===== src/rtl/ts_cap_pkg.sv =====
package ts_cap_pkg;

    // Classification of a received frame, supplied by an upstream parser.
    typedef struct packed {
        logic valid;
        logic is_v2;
        logic is_udp;
        logic is_event;
    } frame_class_t;

    // Receive filter configuration.
    typedef struct packed {
        logic ver2;
        logic msg_en;
        logic udp_en;
    } rx_cfg_t;

    // Kinds of read access on the software port.
    typedef enum logic [1:0] {
        RD_STATUS = 2'd0,
        RD_LOW    = 2'd1,
        RD_HIGH   = 2'd2,
        RD_NONE   = 2'd3
    } rd_kind_t;

    localparam int STATUS_ADDR = 0;
    localparam int TX_LO_ADDR  = 1;
    localparam int TX_HI_ADDR  = 2;
    localparam int RX_BASE     = 3;

    // Eligibility rule: the version must match the configured one; version 1
    // needs UDP transport, version 2 accepts layer 2 or UDP; UDP transport
    // needs UDP recognition enabled.
    function automatic logic frame_eligible(frame_class_t f, rx_cfg_t c);
        logic ver_ok;
        logic trn_ok;
        ver_ok = (f.is_v2 == c.ver2);
        if (f.is_udp)
            trn_ok = c.udp_en;
        else
            trn_ok = f.is_v2;
        return f.valid && f.is_event && c.msg_en && ver_ok && trn_ok;
    endfunction

endpackage


===== src/rtl/ts_rx_filter.sv =====
module ts_rx_filter
    import ts_cap_pkg::*;
(
    input  frame_class_t frame,
    input  rx_cfg_t      cfg,
    output logic         qualify
);

    always_comb begin
        qualify = frame_eligible(frame, cfg);
    end

    // a version-1 frame never qualifies without UDP transport and UDP recognition
    always_comb begin
        if (qualify && !frame.is_v2)
            a_r6_v1_needs_udp: assert (frame.is_udp && cfg.udp_en);
    end

endmodule


===== src/rtl/ts_slot_bank.sv =====
module ts_slot_bank #(
    parameter int NUM_RX = 4,
    parameter int TIME_W = 64,
    localparam int IDX_W = (NUM_RX > 1) ? $clog2(NUM_RX) : 1
) (
    input  logic                          clk,
    input  logic                          rst,
    input  logic                          capture,
    input  logic [TIME_W-1:0]             time_in,
    input  logic [NUM_RX-1:0]             release_vec,
    output logic [NUM_RX-1:0]             valid_vec,
    output logic [NUM_RX-1:0][TIME_W-1:0] stamps,
    output logic                          stamped,
    output logic [IDX_W-1:0]              slot,
    output logic                          overflow_hit
);

    logic             free_found;
    logic [IDX_W-1:0] free_idx;

    // Lowest free index wins: scan downward so the last hit is the lowest.
    always_comb begin
        free_found = 1'b0;
        free_idx   = '0;
        for (int i = NUM_RX - 1; i >= 0; i--) begin
            if (!valid_vec[i]) begin
                free_found = 1'b1;
                free_idx   = IDX_W'(i);
            end
        end
    end

    assign overflow_hit = capture && !free_found;

    generate
        for (genvar g = 0; g < NUM_RX; g++) begin : g_slot
            logic take;
            assign take = capture && free_found && (free_idx == IDX_W'(g));

            always_ff @(posedge clk) begin
                if (rst) begin
                    valid_vec[g] <= 1'b0;
                    stamps[g]    <= '0;
                end else if (take) begin
                    valid_vec[g] <= 1'b1;
                    stamps[g]    <= time_in;
                end else if (release_vec[g]) begin
                    valid_vec[g] <= 1'b0;
                end
            end

            // an occupied slot without a release keeps its stamp
            a_r4_slot_holds: assert property (@(posedge clk) disable iff (rst)
                valid_vec[g] && !release_vec[g] |=> valid_vec[g] && $stable(stamps[g]));

            // a release of an occupied slot empties it on the next edge
            a_r5_slot_frees: assert property (@(posedge clk) disable iff (rst)
                valid_vec[g] && release_vec[g] |=> !valid_vec[g]);
        end
    endgenerate

    always_ff @(posedge clk) begin
        if (rst) begin
            stamped <= 1'b0;
            slot    <= '0;
        end else begin
            stamped <= capture && free_found;
            if (capture && free_found)
                slot <= free_idx;
        end
    end

    // every slot below the chosen one was already occupied
    a_r3_lowest_free: assert property (@(posedge clk) disable iff (rst)
        stamped |-> ((~$past(valid_vec)) & NUM_RX'((1 << slot) - 1)) == '0);

    // the reported slot now holds a stamp
    a_r2_slot_occupied: assert property (@(posedge clk) disable iff (rst)
        stamped |-> valid_vec[slot]);

endmodule


===== src/rtl/ts_tx_latch.sv =====
module ts_tx_latch #(
    parameter int TIME_W = 64
) (
    input  logic              clk,
    input  logic              rst,
    input  logic              capture,
    input  logic [TIME_W-1:0] time_in,
    input  logic              release_req,
    input  logic              irq_en,
    output logic              valid,
    output logic [TIME_W-1:0] stamp,
    output logic              irq
);

    always_ff @(posedge clk) begin
        if (rst) begin
            valid <= 1'b0;
            stamp <= '0;
            irq   <= 1'b0;
        end else if (valid) begin
            if (release_req) begin
                valid <= 1'b0;
                irq   <= 1'b0;
            end
        end else if (capture) begin
            valid <= 1'b1;
            stamp <= time_in;
            irq   <= irq_en;
        end
    end

    // a held stamp is not replaced while the latch is occupied
    a_r9_tx_busy_ignores: assert property (@(posedge clk) disable iff (rst)
        valid && !release_req |=> valid && $stable(stamp));

    // the interrupt is only ever raised with a stamp held
    a_r10_irq_needs_stamp: assert property (@(posedge clk) disable iff (rst)
        irq |-> valid);

    // a release drops the interrupt
    a_r10_irq_clears: assert property (@(posedge clk) disable iff (rst)
        valid && release_req |=> !irq);

endmodule


===== src/rtl/ts_capture_latches.sv =====
module ts_capture_latches
    import ts_cap_pkg::*;
#(
    parameter int NUM_RX = 4,
    parameter int TIME_W = 64,
    parameter int WORD_W = 32,
    localparam int IDX_W  = (NUM_RX > 1) ? $clog2(NUM_RX) : 1,
    localparam int N_ADDR = RX_BASE + 2 * NUM_RX,
    localparam int ADDR_W = $clog2(N_ADDR)
) (
    input  logic              clk,
    input  logic              rst,
    input  logic [TIME_W-1:0] time_ns,
    input  logic              cfg_ver2,
    input  logic              cfg_msg_en,
    input  logic              cfg_udp_en,
    input  logic              rx_frame_valid,
    input  logic              rx_frame_v2,
    input  logic              rx_frame_udp,
    input  logic              rx_frame_event,
    output logic              rx_stamped,
    output logic [IDX_W-1:0]  rx_slot,
    input  logic              tx_frame_valid,
    input  logic              tx_irq_en,
    output logic              tx_irq,
    input  logic              rd_en,
    input  logic [ADDR_W-1:0] rd_addr,
    output logic [WORD_W-1:0] rd_data
);

    frame_class_t                  frame;
    rx_cfg_t                       cfg;
    logic                          rx_qualify;
    logic [NUM_RX-1:0]             rx_valid;
    logic [NUM_RX-1:0][TIME_W-1:0] rx_stamps;
    logic [NUM_RX-1:0]             rx_release;
    logic                          ovf_hit;
    logic                          ovf_q;
    logic                          tx_valid;
    logic [TIME_W-1:0]             tx_stamp;
    logic                          tx_release;
    rd_kind_t                      rd_kind;

    assign frame = '{valid: rx_frame_valid, is_v2: rx_frame_v2,
                     is_udp: rx_frame_udp, is_event: rx_frame_event};
    assign cfg   = '{ver2: cfg_ver2, msg_en: cfg_msg_en, udp_en: cfg_udp_en};

    ts_rx_filter u_filter (
        .frame   (frame),
        .cfg     (cfg),
        .qualify (rx_qualify)
    );

    ts_slot_bank #(
        .NUM_RX (NUM_RX),
        .TIME_W (TIME_W)
    ) u_slots (
        .clk          (clk),
        .rst          (rst),
        .capture      (rx_qualify),
        .time_in      (time_ns),
        .release_vec  (rx_release),
        .valid_vec    (rx_valid),
        .stamps       (rx_stamps),
        .stamped      (rx_stamped),
        .slot         (rx_slot),
        .overflow_hit (ovf_hit)
    );

    ts_tx_latch #(
        .TIME_W (TIME_W)
    ) u_tx (
        .clk         (clk),
        .rst         (rst),
        .capture     (tx_frame_valid),
        .time_in     (time_ns),
        .release_req (tx_release),
        .irq_en      (tx_irq_en),
        .valid       (tx_valid),
        .stamp       (tx_stamp),
        .irq         (tx_irq)
    );

    // Read decode: data is combinational, side effects are gated by rd_en.
    always_comb begin
        rd_data    = '0;
        rd_kind    = RD_NONE;
        rx_release = '0;
        if (rd_addr == ADDR_W'(STATUS_ADDR)) begin
            rd_kind = RD_STATUS;
            rd_data = WORD_W'({ovf_q, tx_valid, rx_valid});
        end
        if (rd_addr == ADDR_W'(TX_LO_ADDR)) begin
            rd_kind = RD_LOW;
            rd_data = tx_stamp[WORD_W-1:0];
        end
        if (rd_addr == ADDR_W'(TX_HI_ADDR)) begin
            rd_kind = RD_HIGH;
            rd_data = WORD_W'(tx_stamp[TIME_W-1:WORD_W]);
        end
        for (int i = 0; i < NUM_RX; i++) begin
            if (rd_addr == ADDR_W'(RX_BASE + 2 * i)) begin
                rd_kind = RD_LOW;
                rd_data = rx_stamps[i][WORD_W-1:0];
            end
            if (rd_addr == ADDR_W'(RX_BASE + 2 * i + 1)) begin
                rd_kind       = RD_HIGH;
                rd_data       = WORD_W'(rx_stamps[i][TIME_W-1:WORD_W]);
                rx_release[i] = rd_en;
            end
        end
    end

    assign tx_release = rd_en && (rd_addr == ADDR_W'(TX_HI_ADDR));

    // Sticky overflow: a new hit takes priority over a clearing status read.
    always_ff @(posedge clk) begin
        if (rst)
            ovf_q <= 1'b0;
        else if (ovf_hit)
            ovf_q <= 1'b1;
        else if (rd_en && rd_kind == RD_STATUS)
            ovf_q <= 1'b0;
    end

    // a qualifying frame with every slot occupied is flagged, not stamped
    a_r8_overflow_flag: assert property (@(posedge clk) disable iff (rst)
        rx_qualify && (&rx_valid) |=> ovf_q && !rx_stamped);

    // a low-word read never frees anything
    a_r12_low_read_no_effect: assert property (@(posedge clk) disable iff (rst)
        rd_en && rd_kind == RD_LOW && !rx_qualify && !tx_frame_valid
        |=> rx_valid == $past(rx_valid) && tx_valid == $past(tx_valid));

endmodule


===== config.mk =====
export PLATFORM = sky130hd
export DESIGN_NAME = ts_capture_latches
export DESIGN_NICKNAME = d
export VERILOG_FILES = /design/src/rtl/ts_cap_pkg.sv /design/src/rtl/ts_rx_filter.sv /design/src/rtl/ts_slot_bank.sv /design/src/rtl/ts_tx_latch.sv /design/src/rtl/ts_capture_latches.sv
export SDC_FILE = /design/constraint.sdc
export NUM_CORES = 1
export LEC_CHECK = 0
export BUFFER_PORTS_ARGS = -buffer_cell sky130_fd_sc_hd__buf_2
export CORE_ASPECT_RATIO = 0.6
export CORE_UTILIZATION = 50
export CTS_CLUSTER_DIAMETER = 100
export DETAILED_ROUTE_END_ITERATION = 7
export PLACE_DENSITY = 0.79
export SYNTH_ARGS = -nofsm -noshare
export SYNTH_HDL_FRONTEND = slang
export SYNTH_SLANG_ARGS = --single-unit

===== constraint.sdc =====
create_clock -name clk -period 2.9 [get_ports clk]
set_input_delay 0.145 -clock clk [delete_from_list [all_inputs] [get_ports clk]]
set_output_delay 0.145 -clock clk [all_outputs]
set_load 0.005 [all_outputs]

==> results.md, run 1 <==
* FF-to-FF path depth at 5
* Vias per cell at 6.10
* Hold path cells at 2
* Area share of and/or/nand/nor cells after synthesis at 21.8%
* Synth area leader: dfxtp_1
* Nets at 2151
* Largest family of logic cells by synthesized area: compound AO/OA/AOI/OAI gates
* Fmax at 430 MHz
* Post-synth EDFFs at 0
* Arrival @ worst endpoint at 2180 ps
* Top cells by count, synth: nand2_1 (682), a21oi_1 (405), dfxtp_1 (330), clkbuf_1 (98), o21ai_0 (89)
* Area fraction in compound gates after synthesis at 24.5%
* Total wire length at 48800 um
* Final Slew Violations at 0
* Crit start category: input port
* Worst hold endpoint: u_slots.stamped$_SDFF_PP0_
* Ant diodes at 0
* Flop pwr share at 47.6%
* Placed cells at 2339
* Port Buffers at 115
* Reg2reg end: u_slots.stamps[246]$_SDFFE_PP0P_
* Clock Skew at 9.09 ps
* Initial antenna violation count at 0
* Fin Hold WS at 47.4 ps
* Final worst setup slack at 574 ps
* Post-synthesis mux area share at 2.08%
* Clk_lat worst skew at 580 ps
* Outcome: finished, final reports clean
* Syn Nets at 2041
* Share of the synthesized area in the top cell type at 45.7%
* Detail Route Antenna Nets at 0
* Internal Power at 0.00729 W
* Layout cells sized above 1 at 12.0%
* Fin crit share at 80.2%
* Final setup violation count at 0
* YS warnings at 0
* Net Switching at 0.00246 W
* Area Overhead vs Synth at 18.0%
* Deepest clock path buffer count at 3
* Row count at 47
* LEAKAGE at 6.00 nW
* Setup tns final at 0 ps
* CTS Buf Count at 30
* Pre-CTS WS at 681 ps
* CTS tree: done
* Vias at 15000
* Min-delay worst type: input port to flip-flop
* DR WL/cell at 19.8 um
* Switch share at 25.2%
* Mean Syn Cell Area at 7.37 um^2
* Gate power share at 9.3%
* Clk sink count at 330
* Xor and xnor area share after synthesis at 0%
* Largest net degree at the start of global routing at 104
* Placer Congestion at 0.888
* R2R setup slack at 750 ps
* Die area at 29600 um^2
* Cell area after synthesis at 14400 um^2
* PwrDens at 572 nW/um^2
* Clk network pwr share at 43.1%
* Vias in the first global route at 14000
* Initial core utilization at 51.6%
* First-pass DRT Iterations at 8
* Most frequent cell after synthesis: nand2_1
* Critical Path RT at 2760 ps
* Aggregate global-route resource usage at 31.9%
* Adder-Cell Fraction of Synth Area at 0%
* Total gr overflow at 0
* Worst vdd ir at 465 uV
* Root Driver: clkbuf_16
* FF+latch count, synth at 330
* # IOs at 116
* Core footprint at 28000 um^2
* DR iter-0 viols at 2258
* DP HPWL at 30000 um
* Final Critical Period at 2330 ps
* Asr flop ratio synth at 0%
* Crit Path Max Fanout at 13
* Synth cell types at 49
* Fin cells at 2462
* Slew headroom at 53.7%
* Worst-Margin Slew at 694 ps
* # fillers at 2412
* Register area share after synthesis at 45.7%
* Max-cap violations at 0
* Number of H-tree levels at 1
* Worst R2R Start: u_slots.valid_vec[0]$_SDFFE_PP0P_
* First-pass GRT wire length at 75300 um
* Most used DFF post-synth: dfxtp_1
* Crit end category: output pin
* Post-synthesis cell count at 1961
* WS Path Type: input port to output pin
* Worst hold start: rst
* Synth area leaders: dfxtp_1 (46%), nand2_1 (18%), a21oi_1 (14%), o21ai_0 (3.1%), clkbuf_1 (2.5%)
* Die W at 221 um
* Clk pin slew, worst setup/hold paths at 60 ps
* RSZ-0062 raised after global routing: no
* Final Hold Fails at 0
* DRC at 0
* Die height at 134 um
## placed cells by master (no fill, tap or decap), types with 13 or more instances in the layout
master	synthesis	final
nor2_1	41	40
dfxtp_1	330	330
buf_4	12	56
a22o_1	16	16
nand2_1	682	682
o21ai_0	89	89
buf_2	36	113
nor2b_1	17	14
dlygate4sd3_1	0	67
o2bb2ai_1	14	14
clkbuf_16	0	31
mux2i_1	21	21
a21oi_1	405	404
o22ai_1	45	45
a221o_1	13	13
## through the flow
stage	total power [W]	cell area [um^2]	util, %
floorplan	0.00517	14400	-
global placement	0.00553	15300	54.8
detailed placement	0.00554	15300	54.8
CTS	0.00973	17000	60.9
global route	0.0100	17000	60.9
finish	0.00975	17000	60.9
## cell families after synthesis
group | Yosys count
mux | 28
compound gates | 633
buf+inv | 179
flops | 330
simple gates | 791
## power groups by stage
stage	registers, W	clock network (W)	logic (W)
CTS	0.00463	0.00422	0.000883
floorplan	0.00472	0	0.000441
finish	0.00464	0.00420	0.000910
detailed placement	0.00474	0	0.000807
global placement	0.00473	0	0.000795
global route	0.00464	0.00440	0.000965
## sequential cells by signal, indices dropped and copies added (netlist names)
signal and count:
u_tx.stamp 64, u_slots.valid_vec 4, u_tx.valid 1, u_slots.slot 2
u_slots.stamped 1, ovf_q 1, u_tx.irq 1, u_slots.stamps 256
## repair_timing
action	4_1_cts	5_1_grt
hold buffers	67	0
gates resized for setup	0	0
hold endpoints to repair	324	0
buffers inserted	0	0
## layer usage
metal | share of wire (%) | up-vias | routed length (um) | GRT usage [%]
met1 | 40 | 7027 | 19700 | 43.1
met3 | 12 | 156 | 5740 | 5.98
met2 | 44 | 986 | 21300 | 50.3
met5 | 0 | - | 0 | 0
met4 | 4.0 | 0 | 1970 | 13.1
li1 | - | 6860 | - | -
## critical path, stage by stage
cell and delay, ps:
buf_2 220, buf_4 260, nor4bb_4 480, buf_4 380, a221o_1 220, a21oi_1 60, o22ai_1 230, buf_2 150
## worst max-delay path by stage
stage,slack (ps),cells past startpoint,start,to
finish,570,8,rd_addr[3],rd_data[12]
global placement,670,8,rd_addr[3],rd_data[18]
CTS,640,6,u_tx.valid$_SDFF_PP0_,rd_data[4]
floorplan,1150,7,cfg_ver2,u_slots.stamps[245]$_SDFFE_PP0P_
global route,510,8,rd_addr[1],rd_data[13]
detailed placement,680,8,rd_addr[3],rd_data[18]
## layout make-up
class                   count  area, um^2  area share [%]
flip-flops and latches    330        6610            38.8
well taps                 367         459            2.69
clock inverters            14         161           0.947
repair buffers            246        1850            10.9
multi-input cells        1452        7060            41.4
clock buffers              42         867            5.09
inverters                  11        41.3           0.242
No activity file was read; power rests on OpenSTA's default activity.
==> run 2, diff against run 1 <==
Settings changed: PLACE_DENSITY 0.79 to 0.82.
Clock period 2.9 ns to 1.9 ns, I/O delays scaled along.
==> run 2 against run 1 <==
The run now ends with setup timing left. Combinational power up 76%. Die area unchanged. Flip-flop and latch count unchanged. Clock skew up 10 ps. First-iteration DRC count up 1.6%. Largest cell class unchanged.
==> results.md, run 2 (synthesis gave the netlist of run 1 again) <==
* Outcome: complete, but fails checks
* Violated checks: setup timing
* Deepest clock path buffer count at 3
* Largest regs: u_slots.stamps (256), u_tx.stamp (64), u_slots.valid_vec (4)
* Arrival @ worst endpoint at 1960 ps
* Min-delay worst type: input port to flip-flop
* Worst hold start: rd_addr[0]
* Total wire length at 51800 um
* Fin crit share at 108%
* Area Overhead vs Synth at 25.4%
* Aggregate global-route resource usage at 33.0%
* Die area at 29600 um^2
* Largest Register: u_slots.stamps
* Design Area, Final at 18100 um^2
* Root Driver: clkbuf_16
* Initial antenna violation count at 0
* Detail Route Antenna Nets at 0
* Final setup violation count at 6
* Die height at 134 um
* CP delay by family, top: compound AO/OA/AOI/OAI gates
* DR WL/cell at 20.5 um
* Vias per cell at 6.20
* Slew headroom at 64.6%
* DRC at 0
* Most common cell after layout, fill and taps aside: nand2_1
* Fmax at 487 MHz
* RSZ-0062 raised after global routing: yes
* WS Path Type: flip-flop to output pin
* # fillers at 2253
* CTS Buf Count at 30
* FF-to-FF path depth at 7
* First-pass DRT Iterations at 7
* Clk_lat worst skew at 580 ps
* Hold path cells at 6
* First-pass GRT wire length at 77900 um
* Clk sink count at 330
* Clk pin slew, worst setup/hold paths at 70 ps
* R2R setup slack at 30 ps
* Max-cap violations at 0
* Port Buffers at 115
* CP peak stage delay at 350 ps
* Final Hold Fails at 0
* Core footprint at 28000 um^2
* Utilization after layout at 64.7%
* LEAKAGE at 6.51 nW
* Crit Path Max Fanout at 2
* Ordered cell list for the critical path: mux2_4 > a22oi_2 > o31ai_2 > a221oi_2 > o22ai_1 > buf_2
* Critical path's slowest cell: dfxtp_4
* Initial core utilization at 51.6%
* DP HPWL at 32300 um
* Placed standard-cell area at 16000 um^2
* Total gr overflow at 0
* Row count at 47
* Fin Hold WS at 264 ps
* Number of H-tree levels at 1
* Final Critical Period at 2050 ps
* Largest register FFs at 256
* DR iter-0 viols at 2293
* Final Slew Violations at 0
* Worst path buffer plus inverter count at 1
* Vias at 15600
* Reg2reg end: u_slots.stamps[56]$_SDFFE_PP0P_
* Placer Congestion at 0.947
* Final worst setup slack at -153 ps
* Worst R2R Start: u_slots.valid_vec[0]$_SDFFE_PP0P_
* Crit start category: flip-flop
* Layout cells sized above 1 at 17.5%
* Critical Path RT at 1800 ps
* Largest net degree at the start of global routing at 81
* Crit end category: output pin
* PwrDens at 840 nW/um^2
* Commonest cells after routing, fill and taps aside: nand2_1 (682), a21oi_1 (388), dfxtp_1 (312)
* Worst-Margin Slew at 525 ps
* CTS tree: done
* Worst hold endpoint: u_slots.valid_vec[0]$_SDFFE_PP0P_
* Die W at 221 um
* # IOs at 116
* Ant diodes at 0
* Nets at 2213
* Clock Skew at 19.5 ps
* Vias in the first global route at 14500
* Worst vdd ir at 596 uV
-- run 2: report_power, final --
| group | internal (W) | switching [W] |
|---|---|---|
| clock | 0.00374 | 0.00280 |
| combinational | 0.000621 | 0.000976 |
| sequential | 0.00702 | 0.0000575 |
-- run 2: worst max-delay path by stage --
stage	startpoint	end	cells after the start
3_5_place_dp	cfg_ver2	u_slots.stamps[164]$_SDFFE_PP0P_	9
4_1_cts	u_tx.valid$_SDFF_PP0_	rd_data[4]	6
3_3_place_gp	cfg_ver2	u_slots.stamps[174]$_SDFFE_PP0P_	9
6_report	u_tx.valid$_SDFF_PP0_	rd_data[4]	6
2_1_floorplan	cfg_ver2	u_slots.stamps[245]$_SDFFE_PP0P_	7
5_1_grt	u_tx.valid$_SDFF_PP0_	rd_data[4]	6
-- run 2: stage by stage --
step           worst slack, ps  cells  TNS [ps]  power (W)
6_report                  -153   2524      -369     0.0152
3_5_place_dp              -156   2392     -8660    0.00856
5_1_grt                   -193   2524      -836     0.0156
4_1_cts                   -203   2517      -391     0.0151
2_1_floorplan              197   1961         0    0.00788
3_3_place_gp             -86.2   2392     -3410    0.00852
-- run 2: worst reg2reg max path: stages, from the launching register on --
cell and delay (ps):
dfxtp_2 350, buf_8 110, buf_4 160, nand2b_4 190
buf_12 190, nand2_1 80, a21oi_1 150, dlygate4sd3_1 570
-- run 2: area by class of cell --
class / instances / area (um^2) / area share (%)
clock buffer: 42 / 907 / 5.01
clock inverter: 14 / 156 / 0.864
inverter: 11 / 41.3 / 0.228
multi-input combinational: 1452 / 7290 / 40.2
sequential: 330 / 6630 / 36.6
tap: 367 / 459 / 2.54
timing repair buffer: 308 / 2630 / 14.5
-- run 2: routing by layer --
layer,global-route usage [%],routed length (um),part of all wire (%),up-vias
li1,-,-,-,7001
met3,7.54,6920,13,186
met1,43.9,20200,39,7301
met5,0,0,0,-
met4,12.6,2020,3.9,0
met2,52.4,22700,44,1149
-- run 2: timing repair --
action,4_1_cts,5_1_grt
setup buffers,1,4
gates resized for setup,40,73
hold buffers,70,0
pin swaps,13,27
hold endpoints to repair,328,0
cloned,0,3
endpoints found under the setup margin,24,29
